### src/rtl/soft_edge_pwm_pkg.sv
package soft_edge_pwm_pkg;

  typedef enum logic [2:0] {
    PH_START     = 3'd0,
    PH_LOW_HOLD  = 3'd1,
    PH_GUARD_UP  = 3'd2,
    PH_RAMP_UP   = 3'd3,
    PH_GUARD_HI  = 3'd4,
    PH_HIGH_HOLD = 3'd5,
    PH_RAMP_DN   = 3'd6,
    PH_GUARD_DN  = 3'd7
  } phase_e;

endpackage

### src/rtl/soft_edge_pwm_ticks.sv
module soft_edge_pwm_ticks #(
  parameter int FAST_DIV = 4,
  parameter int SLOW_DIV = 8
) (
  input  logic clk,
  input  logic rst,
  input  logic slow_mode,
  output logic tick
);
  localparam int SD_W = (SLOW_DIV > 1) ? $clog2(SLOW_DIV) : 1;
  localparam logic [SD_W-1:0] SD_LAST = SD_W'(SLOW_DIV - 1);

  logic fast_tick;

  generate
    if (FAST_DIV == 1) begin : g_fast_direct
      assign fast_tick = 1'b1;
    end else begin : g_fast_div
      localparam int FD_W = $clog2(FAST_DIV);
      localparam logic [FD_W-1:0] FD_LAST = FD_W'(FAST_DIV - 1);
      logic [FD_W-1:0] fdiv;
      always_ff @(posedge clk) begin
        if (rst || fdiv == FD_LAST) fdiv <= '0;
        else                        fdiv <= fdiv + 1'b1;
      end
      assign fast_tick = (fdiv == FD_LAST);
    end
  endgenerate

  // Slow divider restarts whenever the fast rate is in use, so every hold
  // phase begins on a whole slow tick.
  logic [SD_W-1:0] sdiv;
  always_ff @(posedge clk) begin
    if (rst || !slow_mode) sdiv <= '0;
    else if (fast_tick)    sdiv <= (sdiv == SD_LAST) ? '0 : sdiv + 1'b1;
  end

  assign tick = slow_mode ? (fast_tick && sdiv == SD_LAST) : fast_tick;

  a_r3_slow_tick_spacing: assert property (@(posedge clk) disable iff (rst)
    (slow_mode && tick) |=> !tick || (SLOW_DIV == 1) || !slow_mode);

endmodule

### src/rtl/soft_edge_pwm_seq.sv
module soft_edge_pwm_seq
  import soft_edge_pwm_pkg::*;
#(
  parameter int DUTY_W     = 7,
  parameter int TMR_W      = 8,
  parameter int RAMP_STEPS = 16,
  parameter int FULL_TH    = 253
) (
  input  logic                                clk,
  input  logic                                rst,
  input  logic                                tick,
  input  logic [DUTY_W-1:0]                   duty_in,
  output phase_e                              phase,
  output logic [TMR_W-1:0]                    tmr,
  output logic [$clog2(RAMP_STEPS)-1:0]       step,
  output logic                                slow_mode
);
  localparam int CMP_W  = DUTY_W + 1;
  localparam int STEP_W = $clog2(RAMP_STEPS);
  localparam logic [TMR_W-1:0]  TMR_LAST  = {TMR_W{1'b1}};
  localparam logic [CMP_W-1:0]  SC_LAST   = {CMP_W{1'b1}};
  localparam logic [CMP_W-1:0]  FULL_C    = CMP_W'(FULL_TH);
  localparam logic [STEP_W-1:0] STEP_LAST = STEP_W'(RAMP_STEPS - 1);

  logic [CMP_W-1:0] cmp;
  logic [CMP_W-1:0] sc;
  logic [CMP_W-1:0] sc_inc;
  logic [CMP_W-1:0] duty_x2;
  logic             tmr_wrap;

  assign duty_x2  = {duty_in, 1'b0};
  assign sc_inc   = sc + 1'b1;
  assign tmr_wrap = (tmr == TMR_LAST);
  assign slow_mode = (phase == PH_LOW_HOLD) || (phase == PH_HIGH_HOLD);

  always_ff @(posedge clk) begin
    if (rst) begin
      phase <= PH_START;
      tmr   <= '0;
      sc    <= '0;
      cmp   <= '0;
      step  <= '0;
    end else if (tick) begin
      unique case (phase)
        PH_START: begin
          cmp   <= duty_x2;
          tmr   <= '0;
          phase <= PH_LOW_HOLD;
        end
        PH_LOW_HOLD: begin
          tmr <= tmr + 1'b1;
          if (tmr_wrap) begin
            sc <= sc_inc;
            if (sc == SC_LAST) phase <= (cmp == '0) ? PH_START : PH_GUARD_UP;
          end
        end
        PH_GUARD_UP: begin
          tmr   <= '0;
          step  <= STEP_LAST;
          phase <= PH_RAMP_UP;
        end
        PH_RAMP_UP: begin
          tmr <= tmr + 1'b1;
          if (tmr_wrap) begin
            if (step == '0) phase <= PH_GUARD_HI;
            else            step  <= step - 1'b1;
          end
        end
        PH_GUARD_HI: begin
          tmr   <= '0;
          phase <= PH_HIGH_HOLD;
        end
        PH_HIGH_HOLD: begin
          tmr <= tmr + 1'b1;
          if (tmr_wrap) begin
            sc <= sc_inc;
            if (sc == SC_LAST) cmp <= duty_x2;
            if (cmp < FULL_C && sc_inc >= cmp) begin
              step  <= STEP_LAST;
              phase <= PH_RAMP_DN;
            end
          end
        end
        PH_RAMP_DN: begin
          tmr <= tmr + 1'b1;
          if (tmr_wrap) begin
            if (step == '0) phase <= PH_GUARD_DN;
            else            step  <= step - 1'b1;
          end
        end
        PH_GUARD_DN: begin
          tmr   <= '0;
          phase <= PH_START;
        end
        default: phase <= PH_START;
      endcase
    end
  end

  // the compare value only moves at a period start or a counter wrap in high hold
  a_r1_cmp_held: assert property (@(posedge clk) disable iff (rst)
    (phase != PH_START && phase != PH_HIGH_HOLD) |=> $stable(cmp));

  // a zero compare value never leads into a rising ramp
  a_r2_zero_no_rise: assert property (@(posedge clk) disable iff (rst)
    (phase == PH_LOW_HOLD && cmp == '0) |=> phase != PH_GUARD_UP);

  // near-full compare keeps the block in high hold
  a_r7_full_stays: assert property (@(posedge clk) disable iff (rst)
    (phase == PH_HIGH_HOLD && cmp >= FULL_C) |=> phase == PH_HIGH_HOLD);

  // guard states last a single tick
  a_r8_guard_single: assert property (@(posedge clk) disable iff (rst)
    ((phase == PH_GUARD_UP || phase == PH_GUARD_HI || phase == PH_GUARD_DN) && tick)
      |=> phase != $past(phase));

  // reset returns to the start state with a cleared counter
  a_r9_reset_state: assert property (@(posedge clk)
    rst |=> (phase == PH_START && sc == '0 && cmp == '0));

endmodule

### src/rtl/soft_edge_pwm_shape.sv
module soft_edge_pwm_shape
  import soft_edge_pwm_pkg::*;
#(
  parameter int TMR_W      = 8,
  parameter int RAMP_STEPS = 16
) (
  input  logic                          clk,
  input  logic                          rst,
  input  phase_e                        phase,
  input  logic [TMR_W-1:0]              tmr,
  input  logic [$clog2(RAMP_STEPS)-1:0] step,
  output logic                          drive_q
);
  localparam int THR_W = TMR_W + 1;
  localparam int SCALE = (1 << TMR_W) / RAMP_STEPS;

  logic [THR_W-1:0] up_thr;
  logic [THR_W-1:0] dn_thr;
  logic [THR_W-1:0] tmr_x;
  logic             level;

  assign up_thr = THR_W'((RAMP_STEPS - int'(step)) * SCALE);
  assign dn_thr = THR_W'(int'(step) * SCALE);
  assign tmr_x  = {1'b0, tmr};

  always_comb begin
    unique case (phase)
      PH_RAMP_UP:                level = (tmr_x < up_thr);
      PH_RAMP_DN:                level = (tmr_x < dn_thr);
      PH_GUARD_HI, PH_HIGH_HOLD: level = 1'b1;
      default:                   level = 1'b0;
    endcase
  end

  always_ff @(posedge clk) begin
    if (rst) drive_q <= 1'b0;
    else     drive_q <= level;
  end

  // the final rising step ends with the output high
  a_r4_last_rise_high: assert property (@(posedge clk) disable iff (rst)
    (phase == PH_RAMP_UP && step == '0) |=> drive_q);

  // the final falling step is entirely low
  a_r5_last_fall_low: assert property (@(posedge clk) disable iff (rst)
    (phase == PH_RAMP_DN && step == '0) |=> !drive_q);

  // no output movement across a guard state
  a_r8_guard_quiet: assert property (@(posedge clk) disable iff (rst)
    (phase == PH_GUARD_UP || phase == PH_GUARD_HI || phase == PH_GUARD_DN)
      |=> $stable(drive_q));

  // reset forces the drive low
  a_r9_reset_low: assert property (@(posedge clk) rst |=> !drive_q);

endmodule

### src/rtl/soft_edge_pwm.sv
module soft_edge_pwm
  import soft_edge_pwm_pkg::*;
#(
  parameter int FAST_DIV   = 4,
  parameter int SLOW_DIV   = 8,
  parameter int DUTY_W     = 7,
  parameter int TMR_W      = 8,
  parameter int RAMP_STEPS = 16,
  parameter int FULL_TH    = 253
) (
  input  logic              clk,
  input  logic              rst,
  input  logic [DUTY_W-1:0] duty_in,
  output logic              heat_drive
);
  localparam int STEP_W = $clog2(RAMP_STEPS);

  logic              tick;
  logic              slow_mode;
  phase_e            phase;
  logic [TMR_W-1:0]  tmr;
  logic [STEP_W-1:0] step;

  soft_edge_pwm_ticks #(
    .FAST_DIV (FAST_DIV),
    .SLOW_DIV (SLOW_DIV)
  ) u_ticks (
    .clk       (clk),
    .rst       (rst),
    .slow_mode (slow_mode),
    .tick      (tick)
  );

  soft_edge_pwm_seq #(
    .DUTY_W     (DUTY_W),
    .TMR_W      (TMR_W),
    .RAMP_STEPS (RAMP_STEPS),
    .FULL_TH    (FULL_TH)
  ) u_seq (
    .clk       (clk),
    .rst       (rst),
    .tick      (tick),
    .duty_in   (duty_in),
    .phase     (phase),
    .tmr       (tmr),
    .step      (step),
    .slow_mode (slow_mode)
  );

  soft_edge_pwm_shape #(
    .TMR_W      (TMR_W),
    .RAMP_STEPS (RAMP_STEPS)
  ) u_shape (
    .clk     (clk),
    .rst     (rst),
    .phase   (phase),
    .tmr     (tmr),
    .step    (step),
    .drive_q (heat_drive)
  );

endmodule

### config.mk
export PLATFORM = sky130hd
export DESIGN_NAME = soft_edge_pwm
export DESIGN_NICKNAME = d
export VERILOG_FILES = /design/src/rtl/soft_edge_pwm_pkg.sv /design/src/rtl/soft_edge_pwm_ticks.sv /design/src/rtl/soft_edge_pwm_seq.sv /design/src/rtl/soft_edge_pwm_shape.sv /design/src/rtl/soft_edge_pwm.sv
export SDC_FILE = /design/constraint.sdc
export NUM_CORES = 1
export LEC_CHECK = 0
export BUFFER_PORTS_ARGS = -buffer_cell sky130_fd_sc_hd__buf_2
export CAP_MARGIN = 20
export CELL_PAD_IN_SITES_DETAIL_PLACEMENT = 1
export CELL_PAD_IN_SITES_GLOBAL_PLACEMENT = 2
export CORE_UTILIZATION = 38
export DETAILED_ROUTE_END_ITERATION = 12
export PLACE_DENSITY = 0.8
export SLEW_MARGIN = 20
export SYNTH_ARGS = -nofsm -noshare
export SYNTH_HDL_FRONTEND = slang
export SYNTH_SLANG_ARGS = --single-unit
### constraint.sdc
create_clock -name clk -period 3.2 [get_ports clk]
set_input_delay 0 -clock clk [delete_from_list [all_inputs] [get_ports clk]]
set_output_delay 0 -clock clk [all_outputs]
set_load 0.01 [all_outputs]
After elaboration in Yosys (flattened, before gate mapping)

Index checks and enable logic that the tools add are counted.

Flip-flop bits (word level): 37
Input port bits: 9
Output and inout port bits: 1
Word-level logic and storage cells: 82

Add/sub/neg operators: 6
Order comparisons: 4
Equality and inequality tests: 22
Multiplexer cells: 22
Reduce and logical (&&, ||, !) cells: 20

Operators by type and width:

| cell                  | count |
|---|---|
| $pmux W8 S2           | 2 |
| $mux W3               | 9 |
| $pmux W3 S8           | 1 |
| $add A8 B1 Y8 const B | 2 |
| $eq A8 B8 Y1 const B  | 2 |
| $mux W4               | 4 |
| $mux W8               | 2 |
| $eq A3 B3 Y1 const B  | 5 |
| $ne A2 B1 Y1 const B  | 7 |
| $pmux W4 S3           | 1 |
| $lt A8 B9 Y1          | 1 |
| $reduce_and A9 Y1     | 1 |
| $ge A8 B8 Y1          | 1 |
| $logic_not A8 Y1      | 1 |
| $lt A8 B8 Y1          | 1 |
| $lt A8 B8 Y1 const B  | 1 |
| $ne A2 B2 Y1 const B  | 4 |
| $reduce_or A4 Y1      | 2 |
| $eq A3 B2 Y1 const B  | 2 |
| $reduce_and A6 Y1     | 1 |
| $reduce_or A2 Y1      | 3 |
| $sub A5 B4 Y5 const A | 1 |
| $logic_not A4 Y1      | 1 |
| $reduce_and A4 Y1     | 1 |
| other kinds (15)      | 18 |

Longest topological paths before layout

Gate-level depths: netlist of the first run.

Word-level depth: 6
Depth in mapped cells: 11
Depth with buffers taken out: 11

Cells and area by module

Synthesis of the first run repeated with hierarchy kept, for this count alone.

Cell total of the unflattened synthesis: 260
Area, all modules: 2244.7 sq um

By module, submodules not included:

| module              | instances | cells each | area each (sq um) | sequential area each (sq um) |
|---|---|---|---|---|
| soft_edge_pwm_seq   | 1         | 207        | 1750.4            | 600.6 |
| soft_edge_pwm_shape | 1         | 31         | 262.8             | 20.0 |
| soft_edge_pwm_ticks | 1         | 22         | 231.5             | 100.1 |

Least setup slack after synthesis of the first run

Ideal clock, no wire load.

Path kind: register to register
Start: register u_seq.sc[0]
End: register u_seq.step[2]
Setup time: 0.131 ns
Arrival: 2.310 ns
Data required time: 3.069 ns
Slack: 0.759 ns
Stages on the path, launching flop included: 12
Path buffers: 0
Clock period less this slack: 2.441 ns
Cell sequence: dfxtp_1 -> ha_1 -> and3_1 -> nand3_1 -> xnor2_1 -> ha_1 -> a41o_1 -> a21oi_1 -> o22ai_1 -> or2_2 -> a31oi_1 -> nor3b_1

Longest elaborated chain between the ends: 5

RTL lines:

| item                        | line                    | source |
|---|---|---|
| start, declared             | soft_edge_pwm_seq.sv:26 | `logic [CMP_W-1:0] sc;` |
| start signal, assigned      | soft_edge_pwm_seq.sv:53 | `sc <= sc_inc;` |
| start signal, assigned      | soft_edge_pwm_seq.sv:76 | `sc <= sc_inc;` |
| $add A8 B1 Y8               | soft_edge_pwm_seq.sv:32 | `assign sc_inc = sc + 1'b1;` |
| via u_seq.sc_inc[6]         | soft_edge_pwm_seq.sv:27 | `logic [CMP_W-1:0] sc_inc;` |
| $ge A8 B8 Y1                | soft_edge_pwm_seq.sv:78 | `if (cmp < FULL_C && sc_inc >= cmp) begin` |
| $logic_and A1 B1 Y1         | soft_edge_pwm_seq.sv:78 |  |
| $ne A2 B2 Y1 (no line)      | -                       |  |
| $reduce_and A6 Y1 (no line) | -                       |  |
| end signal, assigned        | soft_edge_pwm_seq.sv:66 | `else step <= step - 1'b1;` |
| end signal, assigned        | soft_edge_pwm_seq.sv:88 | `else step <= step - 1'b1;` |
| end, declared               | soft_edge_pwm_seq.sv:15 | `output logic [$clog2(RAMP_STEPS)-1:0] step,` |

The timed path passes the listed nets, and every way through them passes these cells.
A chain may end at the register's enable or synchronous reset.

Worst setup path after layout of the first run

Ends and elaborated chain as after synthesis.

==> reports/qor.csv, run 1 <==
stage,metric,value,unit
run_status,outcome,"finished, final reports clean",
setup_path,required,3350,ps
sta,period_needed,2688,ps
worst_hold_path,worstHoldEndpoint,u_seq.cmp[2]$_SDFFE_PP0P_,
routing,drtIter0Drc,91,
sta,tightest_slew,553.1,ps
placed_design,dp_slack,521.0,ps
setup_path,path_class,flop to flop,
pwr,power_leakage,0.8921,nW
layout,final_common_cell,dfxtp_1,
floorplan,rows,26,
sta,setup_violations,0,
global_routing,grt_pass1_vias,1893,
logic_synthesis,synth_top_area_share,33.88,%
setup_path,rr_endpoint,u_seq.step[2]$_SDFFE_PP0P_,
clock_tree,cts_root_buf,clkbuf_8,
clock_tree,clkSinkCount,36,
global_routing,grt_pass1_wl,8542,um
sta,maxSlewHeadroom,63.13,%
pwr,max-vdd-ir-drop,195.0,uV
layout,drive_above_1_share,10.38,%
clock_tree,clk_latency,290,ps
logic_synthesis,yosysTopAreaCell,dfxtp_1,
sta,finalMaxSlewViolations,0,
setup_path,cp_slowest_cell,dfxtp_1,
layout,fillers,629,
setup_path,critPathCaptureType,flop,
sta,setup_ws,512.2,ps
placed_design,place.gp.congestion,0.8405,
clock_tree,numCtsBuffers,5,
routing,post_drt_wl_per_cell,14.05,um
sta,worst_clock_skew,12.05,ps
setup_path,reg2regPathDepth,11,
logic_synthesis,synth-xor-area-share,9.471,%
logic_synthesis,synth_mux_area_share,4.706,%
logic_synthesis,synthDistinctLibCells,45,
global_routing,grt_remaining_overflow,0,
setup_path,cp_max_fo,5,
placed_design,dp.cells,315,
routing,dr.pass1.iters,4,
floorplan,ios,10,
logic_synthesis,synthTopCellsByArea,"dfxtp_1 (34%), ha_1 (11%), xor2_1 (5.8%), nor2_1 (5.3%), mux2i_1 (4.7%)",
sta,final_hold_viol_count,0,
setup_path,r2r_slack,510,ps
clock_tree,cts_setup_buffers,0,
layout,multiInputGateArea,1311,um2
layout,instances_no_fill,330,
layout,mostFrequentLayoutCells,"dfxtp_1 (36), nor2_1 (30), ha_1 (19)",
sta,tns,0,ps
floorplan,die_area,5901,um2
floorplan,fp.dieW,76.82,um
layout,antenna_cells,0,
setup_path,critPathMostFrequentCell,ha_1,
worst_hold_path,min-delay-path-class,input pin to flop,
layout,final_nets,287,
floorplan,start_util,40.61,%
setup_path,crit_path_max_incr_delay,390,ps
sta,fin_crit_sh,83.99,%
logic_synthesis,yosysWarnings,0,
clock_tree,ctsLongestPathBuffers,2,
clock_tree,cts_tree,built,
floorplan,die_h,76.82,um
routing,via_per_inst,5.194,
sta,rsz0062_at_grt,false,
logic_synthesis,syn_area,2127,um2
sta,max_freq,372.0,MHz
logic_synthesis,synth_compound_area_share,15.06,%
clock_tree,htreeDepth,2,
pwr,p_per_area,360.9,nW/um2
logic_synthesis,seq_area_frac_synth,33.88,%
flow_run,cap_violations,0,
logic_synthesis,synth_fa_ha_area_share,11.18,%
routing,drt_wl_total,4635,um
clock_tree,ctsResizeCount,0,
setup_path,startpoint_type,flop,
routing,ant_nets,0,
floorplan,core-area,5238,um2
placed_design,hpwlAfterDp,3441,um
logic_synthesis,avgSynthCellArea,8.717,um2
logic_synthesis,yosys.area_share.simple,21.24,%
routing,vias,1714,
setup_path,path_cells,ha_1 -> and3_1 -> nand3_1 -> xnor2_1 -> ha_1 -> a41o_1 -> a21oi_1 -> o22ai_1 -> or2_2 -> a31oi_1 -> nor3b_1,
global_routing,antenna_found_initial,0,
logic_synthesis,ys_ff_latch,36,
worst_hold_path,min_from,rst,
global_routing,grt_usage,18.24,%
setup_path,arrival,2830,ps
setup_path,r2r-start,u_seq.sc[0]$_SDFFE_PP0P_,
layout,seqCellArea,720.7,um2
logic_synthesis,syn_inst,244,
logic_synthesis,synth_nets,272,
layout,syn_to_final_growth,11.82,%
placed_design,port_buffers,9,
clock_tree,path_clk_slew,80,ps
global_routing,grt_max_degree,30,
worst_hold_path,holdPathStages,2,
logic_synthesis,synth_top_family_by_area,simple AND/OR/NAND/NOR gates,
routing,drc,0,
## critical path: cells and delay by family (launching register included)
family	cells	cell delay, ps
AO/OA/AOI/OAI	4	630
XOR/XNOR	1	180
flip-flops	1	390
adder cells (fa/ha/maj)	2	540
AND/OR/NAND/NOR	4	800
## through the flow
step / instance area (um2) / power [mW] / utilization (%) / hold WS (ps)
after floorplan: 2127 / 0.5224 / - / 147.2
after global placement: 2221 / 0.5391 / 42.40 / 234.3
after detailed placement: 2221 / 0.5406 / 42.40 / 250.0
after CTS: 2379 / 0.8721 / 45.41 / 177.8
after global routing: 2379 / 0.9066 / 45.41 / 203.3
final: 2379 / 0.8583 / 45.41 / 176.5
## cell usage after synthesis, drive strengths merged
cell type  count
nor2          31
nor4           6
dfxtp         36
nand3          8
o22ai          2
xnor2          9
o21a           3
buf            3
nand2         17
nor2b          1
and4           2
clkbuf         5
a2111oi        1
a21o           7
nand4          4
and3           3
o31ai          1
o21ai          5
xor2          14
or3            3
or2            2
a311oi         3
nor3           6
a21oi         12
o2111ai        1
mux2i         10
o211a          1
a21boi         1
o211ai         1
a41o           1
ha            19
a211oi         3
inv           15
nor3b          3
a31oi          2
nand2b         3
## layout make-up
cell class,count,area share (%)
timing repair buffer,16,4.840
sequential,36,30.30
clock inverter,3,0.7891
tap,70,3.682
multi-input combinational,185,55.13
clock buffer,5,2.893
inverter,15,2.367
## report_power, final
group	leakage [nW]	switching (mW)	total, mW	internal (mW)
logic	0.554	0.0372	0.0689	0.0317
registers	0.291	0.0104	0.467	0.456
clock network	0.0479	0.171	0.323	0.152
total	0.892	0.218	0.858	0.640
## kinds of logic after synthesis
family	Yosys count
muxes	10
and+or+nand+nor	89
buffers and inverters	23
xor gates and xnor gates	23
DFF	36
AOI/OAI and AO/OA	44
adders and majority gates	19
## state kept, by name, summed over array words and instances (netlist names)
| name | cells |
|---|---|
| u_seq.cmp | 7 |
| u_seq.phase | 3 |
| u_seq.sc | 8 |
| u_seq.step | 4 |
| u_seq.tmr | 8 |
| u_shape.drive_q | 1 |
| u_ticks.g_fast_div.fdiv | 2 |
| u_ticks.sdiv | 3 |
## worst max-delay path by stage
stage | startpoint | end | slack, ps | cells past startpoint
finish | u_seq.sc[0]$_SDFFE_PP0P_ | u_seq.step[2]$_SDFFE_PP0P_ | 510 | 11
global route | u_seq.sc[0]$_SDFFE_PP0P_ | u_seq.step[2]$_SDFFE_PP0P_ | 230 | 11
CTS | u_seq.sc[0]$_SDFFE_PP0P_ | u_seq.step[2]$_SDFFE_PP0P_ | 500 | 11
detailed placement | u_seq.sc[0]$_SDFFE_PP0P_ | u_seq.step[2]$_SDFFE_PP0P_ | 520 | 11
global placement | u_seq.sc[0]$_SDFFE_PP0P_ | u_seq.step[2]$_SDFFE_PP0P_ | 590 | 11
floorplan | u_seq.sc[0]$_SDFFE_PP0P_ | u_seq.step[2]$_SDFFE_PP0P_ | 760 | 11
## layer usage
metal  vias up  share of wire [%]  wire [um]  GRT usage [%]
li1        887                  -          -              -
met5         -                  0          0              0
met3         8                1.4         63          2.857
met2        11                 48       2212          31.25
met4         0                1.8         85          7.885
met1       808                 49       2275          22.42
## what timing repair did
| action | in CTS | in global routing |
|---|---|---|
| setup endpoints to repair | 0 | 0 |
| hold endpoints to repair | 7 | 0 |
| hold buffers | 7 | 0 |
No activity file was read; power rests on OpenSTA's default activity.
==> run 2, diff against run 1 <==
==> constraint.sdc (replaced) <==
create_clock -name clk -period 2.8 [get_ports clk]
set_input_delay 0 -clock clk [delete_from_list [all_inputs] [get_ports clk]]
set_output_delay 0 -clock clk [all_outputs]
set_load 0.01 [all_outputs]
==> run 2 against run 1 <==
Non-clock buffer count is 2 higher. Final cell count up 0.30%. Sequential share of layout area shrank 0.54 points. Total power is 19% higher. Via count down 0.35%. Sequential cell count stayed put. Worst hold slack got worse by 7.7 ps. Largest cell class unchanged. Worst setup slack lost 350 ps. Utilization up 0.91 points. Final area grew 2.0%. Critical path depth did not move. Register-to-register slack lost 350 ps.
==> reports/qor.csv, run 2 (same netlist as run 1, synthesis figures left out) <==
stage,metric,value,unit,change
run_status,outcome,"finished, final reports clean",,
sta,maxSlewHeadroom,64.22,%,+1.1 points
layout,syn_to_final_growth,14.06,%,
pwr,p_int,779.7,uW,+22%
setup_path,critPathCaptureType,flop,,
sta,tightest_slew,536.7,ps,-16.34 ps
setup_path,path_class,flop to flop,,
setup_path,reg2regPathDepth,11,,unchanged
clock_tree,clk_latency,290,ps,about the same
sta,setup_violations,0,,unchanged
flow_run,cap_violations,0,,unchanged
routing,ant_nets,0,,unchanged
layout,antenna_cells,0,,unchanged
clock_tree,ctsLongestPathBuffers,2,,unchanged
placed_design,placed_cell_area,2236,um2,+0.68%
global_routing,grt_util_met2,31.70,%,+0.45 points
floorplan,die_area,5901,um2,unchanged
setup_path,arrival,2790,ps,-40 ps
worst_hold_path,worstHoldEndpoint,u_seq.phase[2]$_SDFFE_PP0P_,,
placed_design,port_buffers,9,,unchanged
pwr,p_seq_share,51.8,%,-2.6 points
sta,worst_clock_skew,10.01,ps,-2.044 ps
layout,final_nets,289,,+0.70%
routing,drc,0,,unchanged
floorplan,fp.dieW,76.82,um,unchanged
routing,drt_wl_total,4941,um,+6.6%
layout,drive_above_1_share,13.41,%,+3.0 points
worst_hold_path,min_from,rst,,
setup_path,required,2950,ps,-400 ps
setup_path,rr_endpoint,u_seq.step[2]$_SDFFE_PP0P_,,
setup_path,startpoint_type,flop,,
pwr,power_leakage,0.9029,nW,+1.2%
setup_path,cp_slowest_cell,dfxtp_1,,
sta,fin_worst_hold_slack,168.8,ps,-7.688 ps
placed_design,dp.cells,317,,+0.63%
setup_path,startpoint,u_seq.sc[1]$_SDFFE_PP0P_,,
setup_path,crit_path_max_incr_delay,370,ps,-20 ps
clock_tree,cts_tree,built,,
placed_design,hpwlAfterDp,3553,um,+3.3%
routing,dr.pass1.iters,4,,unchanged
floorplan,rows,26,,unchanged
placed_design,dp_slack,72.61,ps,-448.4 ps
sta,fin_crit_sh,94.26,%,+10 points
floorplan,die_h,76.82,um,unchanged
setup_path,r2r_slack,160,ps,-350 ps
global_routing,grt_usage,18.77,%,+0.53 points
routing,via_per_inst,5.160,,-0.65%
pwr,p_per_area,421.2,nW/um2,+17%
pwr,p_clk_share,39.7,%,+2.1 points
layout,mostFrequentLayoutCells,"dfxtp_1 (35), nor2_1 (29), ha_1 (18)",,
global_routing,grt_remaining_overflow,0,,unchanged
layout,instances_no_fill,331,,+0.30%
sta,setup_ws,160.7,ps,-351.5 ps
clock_tree,path_clk_slew,80,ps,about the same
routing,vias,1708,,-0.35%
sta,finalMaxSlewViolations,0,,unchanged
floorplan,core-area,5238,um2,unchanged
layout,largestRegisters,"u_seq.sc: 8 flops, u_seq.tmr: 8 flops, u_seq.cmp: 7 flops",,
sta,max_freq,378.9,MHz,+1.8%
worst_hold_path,holdPathStages,2,,unchanged
placed_design,place.gp.congestion,0.8357,,-0.57%
clock_tree,cts_setup_buffers,0,,unchanged
pwr,max-vdd-ir-drop,242.2,uV,+24%
layout,final_common_cell,dfxtp_1,,
layout,final_design_area_no_fill,2426,um2,+2.0%
pwr,p_sw_share,23.70,%,-1.8 points
global_routing,grt_pass1_vias,1791,,-5.4%
clock_tree,htreeDepth,2,,unchanged
clock_tree,cts_root_buf,clkbuf_8,,
routing,drtIter0Drc,56,,-38%
pwr,switching_power,242.1,uW,+11%
sta,period_needed,2639,ps,-48.50 ps
worst_hold_path,min-delay-path-class,input pin to flop,,
layout,fin_util,46.32,%,+0.91 points
sta,final_hold_viol_count,0,,unchanged
global_routing,grt_max_degree,30,,unchanged
setup_path,cp_max_fo,5,,unchanged
pwr,p_comb_share,8.4,%,+0.4 points
routing,post_drt_wl_per_cell,14.93,um,+6.3%
global_routing,antenna_found_initial,0,,unchanged
floorplan,ios,10,,unchanged
global_routing,top_usage_layer,met2,,
clock_tree,clkSinkCount,36,,unchanged
floorplan,start_util,40.61,%,unchanged
global_routing,grt_use_met1,23.09,%,+0.67 points
setup_path,r2r-start,u_seq.sc[1]$_SDFFE_PP0P_,,
clock_tree,numCtsBuffers,5,,unchanged
global_routing,grtUsageMet3,5.000,%,+2.1 points
global_routing,grt_pass1_wl,8728,um,+2.2%
setup_path,path_cells,ha_2 -> and3_2 -> nand3_2 -> xnor2_1 -> ha_1 -> a41o_1 -> a21oi_1 -> o22ai_1 -> or2_2 -> a31oi_2 -> nor3b_1,,
-- run 2: cell types whose count changed in the layout (fill, tap and decap cells not counted), moves of 2 or more --
| cell | previous run | this run |
|---|---|---|
| nand3_2 | 0 | 2 |
| clkinv_2 | 2 | 0 |
| nand3_1 | 8 | 6 |
| buf_4 | 0 | 2 |
| clkbuf_8 | 5 | 7 |
-- run 2: what timing repair did --
action                                  CTS  global route
gates resized for setup                   0             7
endpoints found under the setup margin    0             4
hold buffers                              7             0
endpoints found under the hold margin     7             0
-- run 2: critical path, delay by kind of cell (launching register included) --
family / cells / cell delay (ps)
AND/OR/NAND/NOR: 4 / 790
AO/OA/AOI/OAI: 4 / 650
adder cells (fa/ha/maj): 2 / 540
flip-flops: 1 / 370
XOR/XNOR: 1 / 160
-- run 2: stage by stage --
step / total power, mW / setup TNS, ps
after floorplan: 0.5970 / 0
after global placement: 0.6193 / 0
after detailed placement: 0.6205 / 0
after CTS: 1.040 / 0
after global routing: 1.075 / -35.68
final: 1.022 / 0
-- run 2: how the worst max path moves through the flow --
stage / end / depth (start not counted) / slack [ps]
2_1_floorplan: u_seq.step[2]$_SDFFE_PP0P_ / 11 / 360
3_3_place_gp: u_seq.step[2]$_SDFFE_PP0P_ / 11 / 200
3_5_place_dp: u_seq.step[2]$_SDFFE_PP0P_ / 11 / 70
4_1_cts: u_seq.step[2]$_SDFFE_PP0P_ / 11 / 70
5_1_grt: u_seq.step[2]$_SDFFE_PP0P_ / 11 / -40
6_report: u_seq.step[2]$_SDFFE_PP0P_ / 11 / 160
-- run 2: layout make-up --
| class | count | area, um2 |
|---|---|---|
| Timing Repair Buffer | 18 | 130.1 |
| Multi-Input combinational cell | 185 | 1334 |
| Inverter | 15 | 56.30 |
| Fill cell | 651 | 2811 |
| Tap cell | 70 | 87.58 |
| Clock buffer | 7 | 96.34 |
| Sequential cell | 36 | 721.9 |
-- run 2: power by group through the flow --
stage	clock, mW	combinational, mW	sequential, mW
after floorplan	0	0.0571	0.540
after global placement	0	0.0778	0.541
after detailed placement	0	0.0790	0.541
after CTS	0.423	0.0872	0.529
after global routing	0.447	0.0970	0.531
final	0.406	0.0863	0.530
-- run 2: routing by layer --
| layer | vias to the layer above | share of wire (%) |
|---|---|---|
| met1 | 801 | 48 |
| met5 | - | 0 |
| met4 | 0 | 1.2 |
| met3 | 7 | 2.0 |
| li1 | 892 | - |
| met2 | 8 | 49 |
